--- config.mk ---
export PLATFORM = sky130hd
export DESIGN_NAME = bm_lat_timer
export DESIGN_NICKNAME = d
export VERILOG_FILES = /design/src/rtl/bmlt_pkg.sv /design/src/rtl/bmlt_cfg_reg.sv /design/src/rtl/bmlt_frame_mon.sv /design/src/rtl/bmlt_down_cnt.sv /design/src/rtl/bmlt_term_gen.sv /design/src/rtl/bm_lat_timer.sv
export SDC_FILE = /design/constraint.sdc
export NUM_CORES = 1
export LEC_CHECK = 0
export BUFFER_PORTS_ARGS = -buffer_cell sky130_fd_sc_hd__buf_2
export CAP_MARGIN = 0
export CORE_MARGIN = 8
export CORE_UTILIZATION = 45
export CTS_CLUSTER_DIAMETER = 120
export DETAILED_ROUTE_END_ITERATION = 8
export PLACE_DENSITY = 0.69
export SLEW_MARGIN = 15
export SYNTH_ARGS = -nofsm -noshare
export SYNTH_HDL_FRONTEND = slang
export SYNTH_HIERARCHICAL = 1
export SYNTH_SLANG_ARGS = --single-unit
export TNS_END_PERCENT = 10
--- constraint.sdc ---
create_clock -name clk -period 2.2 [get_ports clk]
set_input_delay 0 -clock clk [delete_from_list [all_inputs] [get_ports clk]]
set_output_delay 0 -clock clk [all_outputs]
set_load 0.02 [all_outputs]
--- src/rtl/bmlt_pkg.sv ---
package bmlt_pkg;

    localparam int unsigned LT_W_DEF = 8;

    // Per-cycle view of the master's frame signal
    typedef struct packed {
        logic start;   // first cycle of a transaction
        logic busy;    // transaction in progress
    } frame_evt_t;

    // Termination sequencing within one transaction
    typedef enum logic [1:0] {
        TP_IDLE  = 2'd0,
        TP_WATCH = 2'd1,
        TP_FIRE  = 2'd2,
        TP_SPENT = 2'd3
    } term_phase_t;

    function automatic term_phase_t next_phase(
        input term_phase_t cur,
        input logic        busy,
        input logic        expired,
        input logic        granted
    );
        term_phase_t nxt;
        nxt = cur;
        if (!busy) begin
            nxt = TP_IDLE;
        end else begin
            unique case (cur)
                TP_IDLE:  nxt = TP_WATCH;
                TP_WATCH: nxt = (expired && !granted) ? TP_FIRE : TP_WATCH;
                TP_FIRE:  nxt = TP_SPENT;
                TP_SPENT: nxt = TP_SPENT;
                default:  nxt = TP_IDLE;
            endcase
        end
        return nxt;
    endfunction

endpackage

--- src/rtl/bmlt_cfg_reg.sv ---
module bmlt_cfg_reg #(
    parameter int unsigned W = bmlt_pkg::LT_W_DEF
) (
    input  logic         clk,
    input  logic         rst,
    input  logic         wr_en,
    input  logic [W-1:0] wr_data,
    output logic [W-1:0] value
);
    always_ff @(posedge clk) begin
        if (rst) begin
            value <= '0;
        end else if (wr_en) begin
            value <= wr_data;
        end
    end
endmodule

--- src/rtl/bmlt_frame_mon.sv ---
module bmlt_frame_mon
    import bmlt_pkg::*;
(
    input  logic       clk,
    input  logic       rst,
    input  logic       frame_act,
    output frame_evt_t evt
);
    logic frame_q;

    always_ff @(posedge clk) begin
        if (rst) begin
            frame_q <= 1'b0;
        end else begin
            frame_q <= frame_act;
        end
    end

    always_comb begin
        evt.start = frame_act && !frame_q;
        evt.busy  = frame_act;
    end
endmodule

--- src/rtl/bmlt_down_cnt.sv ---
module bmlt_down_cnt
    import bmlt_pkg::*;
#(
    parameter int unsigned W = LT_W_DEF
) (
    input  logic         clk,
    input  logic         rst,
    input  frame_evt_t   evt,
    input  logic [W-1:0] load_val,
    output logic [W-1:0] cnt_q,
    output logic         expired
);
    localparam logic [W-1:0] CNT_ZERO = '0;
    localparam logic [W-1:0] CNT_ONE  = W'(1);

    logic armed_q;

    always_ff @(posedge clk) begin
        if (rst) begin
            cnt_q   <= CNT_ZERO;
            armed_q <= 1'b0;
        end else if (evt.start) begin
            cnt_q   <= load_val;
            armed_q <= 1'b1;
        end else if (!evt.busy) begin
            armed_q <= 1'b0;
        end else if (armed_q && (cnt_q != CNT_ZERO)) begin
            cnt_q <= cnt_q - CNT_ONE;   // stops at zero, never wraps
        end
    end

    assign expired = armed_q && (cnt_q == CNT_ZERO);
endmodule

--- src/rtl/bmlt_term_gen.sv ---
module bmlt_term_gen
    import bmlt_pkg::*;
(
    input  logic       clk,
    input  logic       rst,
    input  frame_evt_t evt,
    input  logic       expired,
    input  logic       grant,
    output logic       term_req
);
    term_phase_t phase_q;

    always_ff @(posedge clk) begin
        if (rst) begin
            phase_q <= TP_IDLE;
        end else begin
            phase_q <= next_phase(phase_q, evt.busy, expired, grant);
        end
    end

    assign term_req = (phase_q == TP_FIRE);
endmodule

--- src/rtl/bm_lat_timer.sv ---
module bm_lat_timer
    import bmlt_pkg::*;
#(
    parameter int unsigned LT_W = LT_W_DEF
) (
    input  logic            clk,
    input  logic            rst,
    input  logic            cfg_wr_en,
    input  logic [LT_W-1:0] cfg_wr_data,
    output logic [LT_W-1:0] cfg_rd_data,
    input  logic            frame_act,
    input  logic            grant,
    output logic            term_req
);
    frame_evt_t      evt;
    logic [LT_W-1:0] limit_val;
    logic [LT_W-1:0] cnt_q;
    logic            expired;

    bmlt_cfg_reg #(.W(LT_W)) u_cfg (
        .clk     (clk),
        .rst     (rst),
        .wr_en   (cfg_wr_en),
        .wr_data (cfg_wr_data),
        .value   (limit_val)
    );

    bmlt_frame_mon u_fmon (
        .clk       (clk),
        .rst       (rst),
        .frame_act (frame_act),
        .evt       (evt)
    );

    bmlt_down_cnt #(.W(LT_W)) u_cnt (
        .clk      (clk),
        .rst      (rst),
        .evt      (evt),
        .load_val (limit_val),
        .cnt_q    (cnt_q),
        .expired  (expired)
    );

    bmlt_term_gen u_term (
        .clk      (clk),
        .rst      (rst),
        .evt      (evt),
        .expired  (expired),
        .grant    (grant),
        .term_req (term_req)
    );

    assign cfg_rd_data = limit_val;
endmodule

Word-level counts from Yosys, hierarchy flattened
Cells that the tools add are included.
- input port bits: 13
- word-level logic and storage cells: 32
- output and inout port bits: 9
- bits in registers: 20
- bitwise operators: 1
- reductions and logical operators: 14
- equality and inequality tests: 4
- add/sub/neg operators: 1
- mux-type cells: 7
- operators with widths (kind ; count):
    2-to-1 mux 8 bit ; 3
    zero test 8 bit ; 1
    nonzero test 8 bit ; 1
    subtractor 8 x 1 -> 8 bit (second input constant) ; 1
    one-hot mux 2 bit (3 select lines) ; 1
    equality test 2 bit (second input constant) ; 2
    logical AND 1 bit ; 4
    nonzero test 2 bit ; 2
    OR reduction 2 bit ; 2
    equality test 2 x 1 -> 1 bit (second input constant) ; 1
    zero test 1 bit ; 2
    zero test 2 bit ; 1
    2-to-1 mux 1 bit ; 2
    2-to-1 mux 2 bit ; 1
    != test 2 x 1 -> 1 bit (second input constant) ; 1
    AND reduction 2 bit ; 1
    inverter 1 bit ; 1

Longest topological paths before layout
- word-level depth: 5
- mapped depth: 6
- mapped depth without buffers: 6

By module
The synthesis kept the hierarchy.
- modules (own cells, without submodules) (module ; area each (sq um) ; times used ; seq. area each (sq um) ; cells an instance):
    bmlt_down_cnt ; 513.0 ; 1 ; 180.2 ; 60
    bmlt_cfg_reg ; 285.3 ; 1 ; 160.2 ; 26
    bmlt_term_gen ; 78.8 ; 1 ; 40.0 ; 8
    bmlt_frame_mon ; 55.1 ; 1 ; 20.0 ; 4

Least setup slack after synthesis
OpenSTA, ideal clock, no wires.
- path kind: register to register
- from: reg u_cnt.cnt_q[0]
- to: reg u_cnt.cnt_q[4]
- arrival time: 1.510 ns
- library setup time: 0.103 ns
- stages on the path, launching flop included: 7
- setup slack: 0.587 ns
- buffers on the path: 0
- data required time: 2.097 ns
- path through: dfxtp_1 inv_1 ha_1 nor3b_1 a21oi_1 and4_1 a2111oi_2
- word-level cells in the longest chain between the ends: 4
- elaborated cells between the ends (all ways): 8
- RTL lines (element ; RTL line ; source):
    from (decl) ; bmlt_down_cnt.sv:10 ; output logic [W-1:0] cnt_q,
    from (signal assigned) ; bmlt_down_cnt.sv:23 ; cnt_q <= load_val;
    from (signal assigned) ; bmlt_down_cnt.sv:28 ; cnt_q <= cnt_q - CNT_ONE;
    subtractor 8 x 1 -> 8 bit or nonzero test 8 bit (tied branches) ; bmlt_down_cnt.sv:28, bmlt_down_cnt.sv:27 ;
    2-to-1 mux 8 bit or logical AND 1 bit (tied branches) ; bmlt_down_cnt.sv:27 ; end else if (armed_q && (cnt_q != CNT_ZERO)) begin
    2-to-1 mux 8 bit or nonzero test 2 bit (tied branches) ; - ;
    2-to-1 mux 8 bit or AND reduction 2 bit (tied branches) ; - ;
Parallel ways exist; a longest one is shown, timed or not. The select of a mux whose other input is x is not followed.
A chain may end at the register's enable or synchronous reset.

Worst setup path after layout
Same ends and word-level chain as after synthesis.

==> flow_metrics.py <==
metrics = {
    "place": {
        "post_dp_cell_area_sq_um": 1040,
        "post-dp-hpwl_um": 1380,
        "port_buffers": 21,
        "dp_slack_ns": 0.385,
        "finalWeightedCongestion": 0.790,
    },
    "worst_setup_path": {
        "startpoint_type": "register",
        "crit_type": "register to register",
        "cp_data_required_time_ns": 2.41,
        "crit_fanout": 6,
        "crit_arrival_ns": 2.08,
        "crit_start": "u_cnt/cnt_q[0]",
        "r2r_start": "u_cnt/cnt_q[0]",
        "end_kind": "register",
        "crit_chain": "inv_1 > ha_1 > nor3b_1 > a21oi_1 > and4_1 > a2111oi_2",
        "worst_path_dominant_cell_family": "simple AND/OR/NAND/NOR gates",
        "critPathMaxStageDelay_ns": 0.50,
        "cp_num_buf_inv": 1,
        "cpMaxStageDelayCell": "nor3b_1",
    },
    "timing": {
        "finClkSkew_ns": 0.00657,
        "final.min_clock_period_ns": 1.87,
        "tns_ns": 0,
        "rsz0062_at_grt": "false",
        "tightest_slew_ns": 0.574,
        "period_share_pct": 84.9,
        "hold_viol": 0,
        "slew_violations": 0,
        "fin_ws_ns": 0.332,
        "finalSetupViolations": 0,
        "slew_headroom_pct": 61.4,
        "fmax_ghz": 0.535,
    },
    "clocking": {
        "cts_hold_buf": 9,
        "post_cts_buffers": 0,
        "clkTransAtPathRegs_ns": 0.12,
        "clock_sinks": 20,
        "ctsHtreeMaxLevel": 1,
        "cts_resized": 0,
        "cts_buffer_depth": 2,
        "root_buffer": "clkbuf_4",
        "cts_inserted_buffers": 3,
        "cts_tree": "built",
        "clk_latency_ns": 0.30,
    },
    "synth": {
        "seq_area_frac_synth_pct": 43.0,
        "synth_area_leaders": "dfxtp_1, mux2i_1, nor2_1",
        "synth-edff-count": 0,
        "synth_top_area_share_pct": 43.0,
        "synthCells": 98,
        "synthArstFlopShare_pct": 0,
        "ys_warn_count": 6,
        "yosysMostFrequentCell": "dfxtp_1",
        "synthTopCellsByCount": "dfxtp_1, nor2_1, mux2i_1",
        "syn_avg_cell_area_sq_um": 9.51,
        "synth_ff_type": "dfxtp_1",
        "netlist_area_sq_um": 932,
        "ys_ff_latch": 20,
        "synth_top_area_cell": "dfxtp_1",
        "ys_types": 32,
        "synth_nets": 113,
    },
    "floorplanning": {
        "core_sq_um": 1960,
        "dieArea_sq_um": 3780,
        "io_pins": 22,
        "std_cell_rows": 16,
        "start_util_pct": 47.5,
        "die_h_um": 61.5,
        "fp.dieW_um": 61.5,
    },
    "power": {
        "p_leak_nw": 0.497,
        "powerDensity_nw_per_um2": 655,
        "ir_drop_mv": 0.440,
    },
    "min_path": {
        "hold_start": "grant",
        "holdCritPathClass": "primary input to register",
    },
    "routing": {
        "drt_iter0_markers": 11,
        "drc": 0,
        "vias_per_cell": 5.00,
        "first_pass_iters": 4,
        "totalWireLength_um": 1970,
        "wl_per_cell_um": 12.8,
        "route.antenna.remaining_nets": 0,
        "num_vias": 770,
    },
    "global_routing": {
        "first_global_vias": 843,
        "grt_pass1_wl_um": 3400,
        "grt_util_all_layers_pct": 11.7,
        "grt_overflow": 0,
        "grt_max_degree": 22,
        "antenna_found_initial": 0,
    },
    "run_status": {
        "outcome": "complete, no violations",
    },
    "finish": {
        "syn_to_final_growth_pct": 25.2,
        "multi_input_area_sq_um": 483,
        "final_core_util_pct": 59.5,
        "antennaDiodeCount": 0,
        "fin_area_sq_um": 1170,
        "layout-drive-gt1-share_pct": 23.6,
        "nets": 143,
        "seqCellArea_sq_um": 400,
        "fill_cells": 191,
    },
    "job": {
        "drv_cap": 0,
    },
}
registers in the layout, summed over array words and instances, names as in the netlist:
name / cells
u_fmon/frame_q: 1
u_cfg/value: 8
u_cnt/armed_q: 1
u_term/phase_q: 2
u_cnt/cnt_q: 8
final timing paths:
check	endpoint	slack [ns]	cells past startpoint
setup / recovery	u_cnt/cnt_q[4]	0.33	6
hold / removal	u_term/phase_q[1]	0.005	3
setup reg to reg	u_cnt/cnt_q[4]	0.33	6
hold reg to reg	u_term/phase_q[1]	0.48	2
power breakdown:
part	total (mW)	switching [mW]	internal (mW)	leakage [nW]
Sequential	0.406	0.0204	0.386	0.165
Clock	0.213	0.112	0.101	0.0210
Combinational	0.146	0.0755	0.0701	0.311
layout by cell type, fill, tap and decap left out, types with 2 or more instances in the layout:
cell type	n
xnor2_1	4
dfxtp_1	20
a211oi_1	6
a21oi_1	4
o21ai_0	2
mux2i_1	10
nor3_1	4
inv_1	5
ha_1	2
clkbuf_4	3
nand2_1	2
nor2_1	16
dlygate4sd3_1	9
buf_2	21
nor2b_4	2
cell type report:
cell class                 instances  share of cell area (%)
multi-input combinational         68                    41.4
inverter                           5                    1.61
tap                               27                    2.89
timing repair buffer              30                    16.7
clock buffer                       4                    3.11
sequential                        20                    34.3
tightest hold or removal path, delay by kind of cell:
kind | cells | cell delay [ns]
AO/OA/AOI/OAI | 1 | 0.06
buffers and inverters | 1 | 0.08
AND/OR/NAND/NOR | 1 | 0.12
layer usage:
metal	track usage, %	vias up	wire length (um)
met4	6.49	0	14
met2	19.6	14	924
li1	-	404	-
met1	13.5	350	983
met5	0	-	0
met3	2.30	2	48
metrics by stage:
stage / std cells / total power, mW / hold WS (ns)
2_1_floorplan: 98 / 0.510 / 0.0643
3_3_place_gp: 141 / 0.542 / 0.231
3_5_place_dp: 141 / 0.546 / 0.241
4_1_cts: 154 / 0.769 / 0.00493
5_1_grt: 154 / 0.801 / 0.0154
6_report: 154 / 0.765 / 0.00496
kinds of logic (layout without fill, tap and decap cells):
kind of cell	count (synthesis)	after routing	share of synthesized area (%)
and+or+nand+nor	35	35	21.6
DFF	20	20	43.0
AOI/OAI and AO/OA	17	17	13.0
muxes	10	10	10.7
buffers and inverters	10	39	5.24
xor gates and xnor gates	4	4	3.76
adders and majority gates	2	2	2.68
Power figures use the tool's default switching activity.
